[src/rtl/tvr_pkg.sv]
package tvr_pkg;

  typedef enum logic [1:0] {
    ST_INSERT = 2'd0,
    ST_QUERY  = 2'd1,
    ST_AWAIT  = 2'd2,
    ST_EMIT   = 2'd3
  } tvr_state_e;

  // raster index of a pixel: row-major, rows of width w
  function automatic int pix_index(int x, int y, int w);
    return y * w + x;
  endfunction

  function automatic int pix_col(int idx, int w);
    return idx % w;
  endfunction

  function automatic int pix_row(int idx, int w);
    return idx / w;
  endfunction

endpackage

[src/rtl/tvr_vis_store.sv]
module tvr_vis_store #(
  parameter int NPIX    = 64,
  parameter int IDX_W   = 6,
  parameter int DEPTH_W = 16,
  parameter int TAG_W   = 8
) (
  input  logic               clk,
  input  logic               rst_n,
  input  logic               clr,
  input  logic               wr_req,
  input  logic [IDX_W-1:0]   wr_idx,
  input  logic [DEPTH_W-1:0] wr_depth,
  input  logic [TAG_W-1:0]   wr_tag,
  input  logic [IDX_W-1:0]   rd_idx,
  output logic [NPIX-1:0]    occ,
  output logic [TAG_W-1:0]   rd_tag,
  output logic               ev_take
);

  localparam logic [DEPTH_W-1:0] FAR = '1;

  // an empty pixel always yields; otherwise only a strictly nearer depth wins
  function automatic logic beats(input logic held,
                                 input logic [DEPTH_W-1:0] nd,
                                 input logic [DEPTH_W-1:0] od);
    return !held || (nd < od);
  endfunction

  logic [NPIX-1:0]  take;
  logic [TAG_W-1:0] tag_arr [NPIX];

  generate
    for (genvar p = 0; p < NPIX; p++) begin : g_pix
      logic [DEPTH_W-1:0] dep_q;
      logic [TAG_W-1:0]   tag_q;
      logic               occ_q;

      assign take[p] = wr_req && (wr_idx == IDX_W'(p)) && beats(occ_q, wr_depth, dep_q);

      always_ff @(posedge clk or negedge rst_n) begin
        if (!rst_n) begin
          dep_q <= FAR;
          tag_q <= '0;
          occ_q <= 1'b0;
        end else if (clr) begin
          dep_q <= FAR;
          tag_q <= '0;
          occ_q <= 1'b0;
        end else if (take[p]) begin
          dep_q <= wr_depth;
          tag_q <= wr_tag;
          occ_q <= 1'b1;
        end
      end

      assign occ[p]     = occ_q;
      assign tag_arr[p] = tag_q;
    end
  endgenerate

  assign rd_tag  = tag_arr[rd_idx];
  assign ev_take = |take;

endmodule

[src/rtl/tvr_seq.sv]
module tvr_seq
  import tvr_pkg::*;
#(
  parameter int NPIX  = 64,
  parameter int IDX_W = 6,
  parameter int X_W   = 3,
  parameter int Y_W   = 3,
  parameter int TAG_W = 8
) (
  input  logic             clk,
  input  logic             rst_n,
  input  logic             frag_valid,
  input  logic             frag_eot,
  input  logic             frag_known,
  input  logic [X_W-1:0]   frag_x,
  input  logic [Y_W-1:0]   frag_y,
  input  logic [TAG_W-1:0] frag_tag,
  output logic             frag_ready,
  output logic             dq_valid,
  input  logic             dq_ready,
  input  logic             fb_valid,
  output logic             fb_ready,
  input  logic             sh_ready,
  input  logic             occ_scan,
  output logic             sh_valid,
  output logic [IDX_W-1:0] scan_idx,
  output logic [X_W-1:0]   pend_x,
  output logic [Y_W-1:0]   pend_y,
  output logic [TAG_W-1:0] pend_tag,
  output logic             ins_known,
  output logic             fb_fire,
  output logic             emit_done,
  output tvr_state_e       state
);

  localparam logic [IDX_W-1:0] LAST_IDX = IDX_W'(NPIX - 1);

  tvr_state_e       st_q, st_d;
  logic [IDX_W-1:0] scan_q;
  logic             frag_fire, go_query, go_emit, dq_fire, step;

  assign frag_ready = (st_q == ST_INSERT);
  assign dq_valid   = (st_q == ST_QUERY);
  assign fb_ready   = (st_q == ST_AWAIT);
  assign sh_valid   = (st_q == ST_EMIT) && occ_scan;

  assign frag_fire = frag_ready && frag_valid;
  assign ins_known = frag_fire && !frag_eot && frag_known;
  assign go_query  = frag_fire && !frag_eot && !frag_known;
  assign go_emit   = frag_fire && frag_eot;
  assign dq_fire   = dq_valid && dq_ready;
  assign fb_fire   = fb_ready && fb_valid;
  // an empty pixel is passed over in one cycle, an occupied one waits for the taker
  assign step      = (st_q == ST_EMIT) && (!occ_scan || sh_ready);
  assign emit_done = step && (scan_q == LAST_IDX);

  always_comb begin
    st_d = st_q;
    unique case (st_q)
      ST_INSERT: if (go_emit) st_d = ST_EMIT;
                 else if (go_query) st_d = ST_QUERY;
      ST_QUERY:  if (dq_fire) st_d = ST_AWAIT;
      ST_AWAIT:  if (fb_fire) st_d = ST_INSERT;
      ST_EMIT:   if (emit_done) st_d = ST_INSERT;
      default:   st_d = ST_INSERT;
    endcase
  end

  always_ff @(posedge clk or negedge rst_n) begin
    if (!rst_n) begin
      st_q     <= ST_INSERT;
      scan_q   <= '0;
      pend_x   <= '0;
      pend_y   <= '0;
      pend_tag <= '0;
    end else begin
      st_q <= st_d;
      if (go_emit) scan_q <= '0;
      else if (step) scan_q <= emit_done ? '0 : scan_q + 1'b1;
      if (go_query) begin
        pend_x   <= frag_x;
        pend_y   <= frag_y;
        pend_tag <= frag_tag;
      end
    end
  end

  assign scan_idx = scan_q;
  assign state    = st_q;

endmodule

[src/rtl/tile_vis_resolver.sv]
module tile_vis_resolver
  import tvr_pkg::*;
#(
  parameter int TILE_W  = 8,
  parameter int TILE_H  = 8,
  parameter int DEPTH_W = 16,
  parameter int TAG_W   = 8
) (
  input  logic               clk,
  input  logic               rst_n,
  input  logic               frag_valid,
  output logic               frag_ready,
  input  logic               frag_eot,
  input  logic               frag_known,
  input  logic [$clog2(TILE_W)-1:0] frag_x,
  input  logic [$clog2(TILE_H)-1:0] frag_y,
  input  logic [DEPTH_W-1:0] frag_depth,
  input  logic [TAG_W-1:0]   frag_tag,
  output logic               dq_valid,
  input  logic               dq_ready,
  output logic [$clog2(TILE_W)-1:0] dq_x,
  output logic [$clog2(TILE_H)-1:0] dq_y,
  output logic [TAG_W-1:0]   dq_tag,
  input  logic               fb_valid,
  output logic               fb_ready,
  input  logic [DEPTH_W-1:0] fb_depth,
  input  logic [TAG_W-1:0]   fb_tag,
  output logic               sh_valid,
  input  logic               sh_ready,
  output logic [$clog2(TILE_W)-1:0] sh_x,
  output logic [$clog2(TILE_H)-1:0] sh_y,
  output logic [TAG_W-1:0]   sh_tag
);

  localparam int NPIX  = TILE_W * TILE_H;
  localparam int IDX_W = $clog2(NPIX);
  localparam int X_W   = $clog2(TILE_W);
  localparam int Y_W   = $clog2(TILE_H);

  // named internal events, watched by the bound checker
  logic             ev_ins_known;
  logic             ev_fb_fire;
  logic             ev_emit_done;
  logic             ev_take;
  tvr_state_e       st;

  logic [IDX_W-1:0]   scan_idx, frag_idx, pend_idx, wr_idx;
  logic [X_W-1:0]     pend_x;
  logic [Y_W-1:0]     pend_y;
  logic [TAG_W-1:0]   pend_tag, wr_tag, rd_tag;
  logic [DEPTH_W-1:0] wr_depth;
  logic [NPIX-1:0]    occ;
  logic               wr_req, clr;

  assign frag_idx = IDX_W'(pix_index(int'(frag_x), int'(frag_y), TILE_W));
  assign pend_idx = IDX_W'(pix_index(int'(pend_x), int'(pend_y), TILE_W));

  tvr_seq #(
    .NPIX (NPIX),
    .IDX_W(IDX_W),
    .X_W  (X_W),
    .Y_W  (Y_W),
    .TAG_W(TAG_W)
  ) u_seq (
    .clk       (clk),
    .rst_n     (rst_n),
    .frag_valid(frag_valid),
    .frag_eot  (frag_eot),
    .frag_known(frag_known),
    .frag_x    (frag_x),
    .frag_y    (frag_y),
    .frag_tag  (frag_tag),
    .frag_ready(frag_ready),
    .dq_valid  (dq_valid),
    .dq_ready  (dq_ready),
    .fb_valid  (fb_valid),
    .fb_ready  (fb_ready),
    .sh_ready  (sh_ready),
    .occ_scan  (occ[scan_idx]),
    .sh_valid  (sh_valid),
    .scan_idx  (scan_idx),
    .pend_x    (pend_x),
    .pend_y    (pend_y),
    .pend_tag  (pend_tag),
    .ins_known (ev_ins_known),
    .fb_fire   (ev_fb_fire),
    .emit_done (ev_emit_done),
    .state     (st)
  );

  // one write source per cycle: a direct insert or a returned depth
  assign wr_req   = ev_ins_known || ev_fb_fire;
  assign wr_idx   = ev_fb_fire ? pend_idx : frag_idx;
  assign wr_depth = ev_fb_fire ? fb_depth : frag_depth;
  assign wr_tag   = ev_fb_fire ? fb_tag   : frag_tag;
  assign clr      = ev_emit_done;

  tvr_vis_store #(
    .NPIX   (NPIX),
    .IDX_W  (IDX_W),
    .DEPTH_W(DEPTH_W),
    .TAG_W  (TAG_W)
  ) u_store (
    .clk     (clk),
    .rst_n   (rst_n),
    .clr     (clr),
    .wr_req  (wr_req),
    .wr_idx  (wr_idx),
    .wr_depth(wr_depth),
    .wr_tag  (wr_tag),
    .rd_idx  (scan_idx),
    .occ     (occ),
    .rd_tag  (rd_tag),
    .ev_take (ev_take)
  );

  assign dq_x   = pend_x;
  assign dq_y   = pend_y;
  assign dq_tag = pend_tag;
  assign sh_x   = X_W'(pix_col(int'(scan_idx), TILE_W));
  assign sh_y   = Y_W'(pix_row(int'(scan_idx), TILE_W));
  assign sh_tag = rd_tag;

endmodule

[config.mk]
export PLATFORM = sky130hd
export DESIGN_NAME = tile_vis_resolver
export DESIGN_NICKNAME = d
export VERILOG_FILES = /design/src/rtl/tvr_pkg.sv /design/src/rtl/tvr_vis_store.sv /design/src/rtl/tvr_seq.sv /design/src/rtl/tile_vis_resolver.sv
export SDC_FILE = /design/constraint.sdc
export NUM_CORES = 2
export LEC_CHECK = 0
export ABC_CLOCK_PERIOD_IN_PS = 8100
export CAP_MARGIN = 20
export CORE_MARGIN = 1
export CORE_UTILIZATION = 64
export DETAILED_ROUTE_END_ITERATION = 16
export PLACE_DENSITY = 0.86
export SYNTH_ARGS = -nofsm -noshare
export SYNTH_HDL_FRONTEND = slang
export SYNTH_SLANG_ARGS = --single-unit
[constraint.sdc]
create_clock -name clk -period 8.1 [get_ports clk]
set_input_delay 0.81 -clock clk [delete_from_list [all_inputs] [get_ports clk]]
set_output_delay 0.81 -clock clk [all_outputs]
set_load 0.01 [all_outputs]
; Word level (Yosys, flattened, before mapping)
; Index checks and enable logic that the tools add are counted.
[word_totals]
regBits = 1622
out_inout_bits = 32
elab_cells = 1078
[op_classes]
addsub = 3
n_lt_le_gt_ge = 66
n_eq_ne = 71
muxes = 401
bitwise_logic = 1
reduce_logical = 339
[ops]
columns = op, count
row1 = 16-bit 2-to-1 mux, 129
row2 = 8-bit 2-to-1 mux, 131
row3 = 16-bit < comparator, 64
row4 = 6-bit == test (second input constant), 33
row5 = 1-bit logical AND, 138
row6 = 2-bit nonzero test, 65
row7 = 1-bit 2-to-1 mux, 129
row8 = 6-bit by 5-bit == test with 1-bit output (second input constant), 16
row9 = 1-bit zero test, 67
row10 = 1-bit logical OR, 66
row11 = 8-bit binary-select mux with 6-bit select, 1
row12 = 6-bit by 4-bit == test with 1-bit output (second input constant), 8
row13 = 6-bit by 3-bit == test with 1-bit output (second input constant), 4
row14 = 6-bit 2-to-1 mux, 4
row15 = 6-bit by 3-bit adder with 6-bit output, 2
row16 = 6-bit by 2-bit == test with 1-bit output (second input constant), 2
row17 = 2-bit 2-to-1 mux, 5
row18 = 2-bit case mux with 4 select lines, 1
row19 = 7-bit >= comparator (second input constant), 1
row20 = 6-bit by 7-bit < comparator with 1-bit output (second input constant), 1
row21 = 6-bit NOT with 7-bit output, 1
row22 = 6-bit by 1-bit adder with 6-bit output (second input constant), 1
row23 = 1-bit binary-select mux with 6-bit select, 1
row24 = 6-bit by 1-bit == test with 1-bit output (second input constant), 1
row25 = other kinds (8), 10

; Depth between registers and ports, before layout
[logic_depth]
depth_word = 9
depth_mapped = 18
mapped_depth_nobuf = 11

; Modules after synthesis
; Synthesis repeated with hierarchy kept, for this count alone.
[hier_totals]
cells_unflattened = 9521
hier_area_um2 = 95825.7
[modules_own_cells]
columns = mod, instances, cells_per_inst, area_per_inst_um2, seq_area_each_um2
row1 = tvr_vis_store, 1, 9360, 93912.6, 41319.6
row2 = tvr_seq, 1, 85, 999.7, 550.5
row3 = tile_vis_resolver, 1, 76, 913.4, 0.0

; Worst setup path before layout
; Ideal clock, no wire load.
[synth_timing]
kind = input to register
start = in fb_valid
end = reg u_store.g_pix[23].dep_q[10]
t_arrival_ps = 6288
t_required_ps = 8022
path_slack_ps = 1734
stages = 15
path_cell_list = and3b_1 buf_2 clkbuf_1 clkbuf_1 nand2_1 nand2_1 clkbuf_1 buf_1 ha_1 a2111oi_0 a31oi_1 a2111oi_2 clkbuf_1 mux2i_1 nand2_1
[synth_via]
elab_chain_cells = 6
word_cells_on_any_way = 12
classes_between = 1 x order compare / 1 x eq/ne / 4 x mux / 6 x reduce/logical
[synth_lines]
columns = item, line_no
row1 = "start, declared", tile_vis_resolver.sv:24  ; input logic fb_valid,
row2 = 1-bit logical AND *, tvr_seq.sv:52  ; assign fb_fire = fb_ready && fb_valid;
row3 = 16-bit 2-to-1 mux / 6-bit 2-to-1 mux (equally long branches), "tile_vis_resolver.sv:94, tile_vis_resolver.sv:93"
row4 = 16-bit < comparator / 6-bit by 5-bit == test with 1-bit output (equally long branches), "tvr_vis_store.sv:26, tvr_vis_store.sv:38"
row5 = 1-bit logical OR / 1-bit logical AND (equally long branches), "tvr_vis_store.sv:26, tvr_vis_store.sv:38"
row6 = 1-bit logical AND, tvr_vis_store.sv:38  ; assign take[p] = wr_req && (wr_idx == IDX_W'(p)) && beats(occ_q, wr_depth, dep_q);
row7 = 2-bit nonzero test (no source line), -
row8 = "end signal, assigned", tvr_vis_store.sv:50  ; dep_q <= wr_depth;
row9 = "end, declared", tvr_vis_store.sv:34  ; logic [DEPTH_W-1:0] dep_q;
; Mark *: on every way between the ends. The rest lies on a longest branch, timed or not. The select of a mux whose other input is x is not followed.
; A chain may end at the register's enable or synchronous reset.

; Final worst setup path
[layout_timing]
start = reg u_seq.scan_q[0] (netlist: u_seq.scan_idx[0])
end = out sh_tag[6]
[layout_via]
elab_chain_cells = 4
[layout_lines]
columns = item, line_no
row1 = "start, declared", tvr_seq.sv:39  ; logic [IDX_W-1:0] scan_q;
row2 = "start signal, assigned", tvr_seq.sv:79  ; else if (step) scan_q <= emit_done ? '0 : scan_q + 1'b1;
row3 = 6-bit NOT with 7-bit output (implied by the code), tvr_vis_store.sv:61  ; assign rd_tag = tag_arr[rd_idx];
row4 = 8-bit binary-select mux with 6-bit select, tvr_vis_store.sv:61
row5 = 8-bit 2-to-1 mux (implied by the code) (2 in series), tvr_vis_store.sv:61
row6 = "end, declared", tile_vis_resolver.sv:32  ; output logic [TAG_W-1:0] sh_tag
; No other way between the ends. The select of a mux whose other input is x is not followed.

==> results.py <==
metrics = {
    "layout": {
        "final_cell_area_um2": 107000,
        "nNetsFinal": 10300,
        "drive_gt1_frac": 0.195,
        "nFillCells": 9493,
        "area_growth_pct": 9.51,
    },
    "timing": {
        "layout_setup_ws_ps": 2130,
        "drv_slew": 0,
        "fmax_mhz": 167,
        "slew_headroom": 0.116,
        "hold_viol": 0,
        "fin_skew_ps": 40.4,
        "min_period_ps": 5970,
        "grt_setup_unrepaired": "false",
        "worst_slew_pin_slew_ps": 1330,
        "setup_tns_ps": 0,
        "finalCritPeriodShare": 0.737,
        "setup_viol": 0,
        "hold_slack_ps": 504,
    },
    "yosys": {
        "synth.yosys.seq_area_share": 0.430,
        "synthFlopType": "dfstp_2",
        "async_flop_share": 1.00,
        "postSynthCellCount": 9414,
        "yosys_warnings": 0,
        "synth_area_leaders": "dfstp_2, dfrtp_1, mux2i_1",
        "syn_area_um2": 97400,
        "avgSynthCellArea_um2": 10.3,
        "synth_top_area_share": 0.276,
        "yosysMostFrequentCell": "mux2i_1",
        "synth_top_area_cell": "dfstp_2",
        "synthTopCellsByCount": "mux2i_1, nand2_1, dfstp_2",
        "synth_cell_types": 78,
        "synth-seq-cells": 1622,
        "synth_nets": 10400,
        "synth-edff-count": 0,
    },
    "die": {
        "core_area_um2": 150000,
        "rows": 142,
        "fp.dieH_um": 392,
        "io_pins": 94,
        "die_area_um2": 154000,
        "fp.dieW_um": 392,
        "initial_core_util": 0.647,
    },
    "clocking": {
        "ctsResizeCount": 0,
        "cts_max_level": 4,
        "cts_max_path_buffers": 3,
        "cts_made_buffers": 166,
        "cts.clk_slew.worst_paths_ps": 60,
        "cts.sinks": 1622,
        "postCtsSetupRepairBufs": 0,
        "cts_tree": "built",
        "clock_latency_ps": 840,
        "root_buffer": "clkbuf_16",
    },
    "critical_path": {
        "cp-start-kind": "flip-flop",
        "crit_end": "sh_tag[6]",
        "rrSetupSlack_ps": 2340,
        "cp.required_ps": 7290,
        "r2r_end": "u_store.g_pix[45].dep_q[2]$_DFFE_PN1P_",
        "end_kind": "output pin",
        "reg2reg_from": "u_seq.state[1]$_DFFE_PN0P_",
        "worst_ep_arrival_time_ps": 5160,
        "path_class": "reg -> out",
        "cp_max_fo": 29,
        "rr_worst_depth": 12,
        "crit_start": "u_seq.scan_idx[0]$_DFFE_PN0P_",
    },
    "grt": {
        "antenna_found_initial": 7,
        "first_global_vias": 77700,
        "grt_pass1_wl_mm": 430,
        "grt-ovfl-total": 0,
        "grt_use_total": 0.357,
        "grt_max_degree": 211,
    },
    "hold_path": {
        "hp-start": "u_store.g_pix[63].dep_q[0]$_DFFE_PN1P_",
        "hold_class": "reg -> reg",
    },
    "power": {
        "p_leak_nw": 58.0,
        "ir_worst_vdd_mv": 0.237,
        "total_power_mw": 33.8,
        "power.density_nw_per_um2": 317,
    },
    "placed_design": {
        "port_buffers": 93,
        "pre_cts_ws_ps": 1940,
        "place.gp.congestion": 0.900,
        "placed_area_um2": 101000,
        "dp_hpwl_mm": 168,
    },
    "status": {
        "status": "finished clean",
    },
    "detailed_routing": {
        "first_pass_iters": 9,
        "remaining_drc_errors": 0,
        "wl_per_cell_um": 23.7,
        "vias_per_cell": 6.50,
        "wl_mm": 272,
        "num_vias": 74700,
        "drt_iter0_drc": 7510,
        "ant_nets": 0,
    },
    "flow_run": {
        "max_cap_violations": 0,
    },
}
==> worst max-delay path, cell delays in order, from the launching register on <==
cell and delay [ps]:
dfrtp_4 780, buf_4 620, mux4_2 640, mux4_2 520
nor2b_1 160, a211oi_1 650, a31oi_1 330, clkdlybuf4s50_1 600
==> kinds of logic after synthesis <==
kind of cell,count (synthesis),share of synthesized area
AOI/OAI and AO/OA,1259,0.0902
and+or+nand+nor,2461,0.108
DFF,1622,0.430
buffers and inverters,1582,0.0681
muxes,1529,0.181
adders and majority gates,961,0.123
==> power breakdown <==
part | switching, mW | total (mW) | internal [mW] | leakage [nW]
combinational | 7.39 | 12.3 | 4.95 | 36.3
sequential | 1.68 | 13.3 | 11.6 | 18.9
clock | 3.38 | 8.13 | 4.75 | 2.82
total | 12.4 | 33.8 | 21.3 | 58.0
==> per-stage QoR <==
step,instances,util
5_1_grt,11500,0.709
2_1_floorplan,9414,-
6_report,11500,0.709
4_1_cts,11500,0.708
3_3_place_gp,11200,0.669
3_5_place_dp,11200,0.670
==> what timing repair did <==
item                                   CTS  global route
hold buffers                             1             0
setup endpoints to repair                0             0
endpoints found under the hold margin   18             0
==> per-layer routing <==
layer	part of all wire	global-route usage	routed length (µm)	up-vias
li1	-	-	-	32400
met1	0.38	0.445	103000	37300
met2	0.45	0.556	123000	3919
met3	0.11	0.0935	28700	1028
met4	0.065	0.220	17700	8
met5	0.00017	0	47	-
==> area by class of cell <==
type,count,area [µm²],area share
Clock buffer,257,5010,0.0469
Inverter,993,3730,0.0349
Multi-Input combinational cell,6210,49400,0.464
Antenna cell,4,10.0,0.0000939
Sequential cell,1622,41900,0.393
Clock inverter,56,746,0.00699
Tap cell,2016,2520,0.0237
Timing Repair Buffer,324,3310,0.0311
==> worst min path at each step <==
stage / slack, ps / cells past startpoint / to
floorplan: 480 / 2 / u_store.g_pix[14].dep_q[0]$_DFFE_PN1P_
global placement: 490 / 1 / u_seq.pend_tag[0]$_DFFE_PN0P_
detailed placement: 490 / 1 / u_seq.pend_tag[0]$_DFFE_PN0P_
CTS: 500 / 2 / u_store.g_pix[41].dep_q[0]$_DFFE_PN1P_
global route: 520 / 2 / u_store.g_pix[41].dep_q[0]$_DFFE_PN1P_
finish: 500 / 2 / u_store.g_pix[63].dep_q[0]$_DFFE_PN1P_
==> registers in the layout (all words and copies together) (netlist names) <==
register             flops
u_store.g_pix.dep_q   1024
u_seq.pend_tag           8
u_seq.pend_y             3
u_seq.pend_x             3
u_store.g_pix.tag_q    512
u_seq.scan_idx           6
u_seq.state              2
u_store.g_pix.occ_q     64
==> cell usage in the layout (no fill, tap or decap), types with 139 or more instances in the layout <==
master,count
a21o_1,139
a21oi_1,315
buf_4,180
clkbuf_16,174
dfrtp_1,594
dfstp_2,1024
ha_1,961
inv_1,991
mux2i_1,1324
mux4_2,177
nand2_1,1129
nor2_1,719
nor3_1,189
o211ai_1,151
o21ai_0,260
Power figures use the tool's default switching activity.
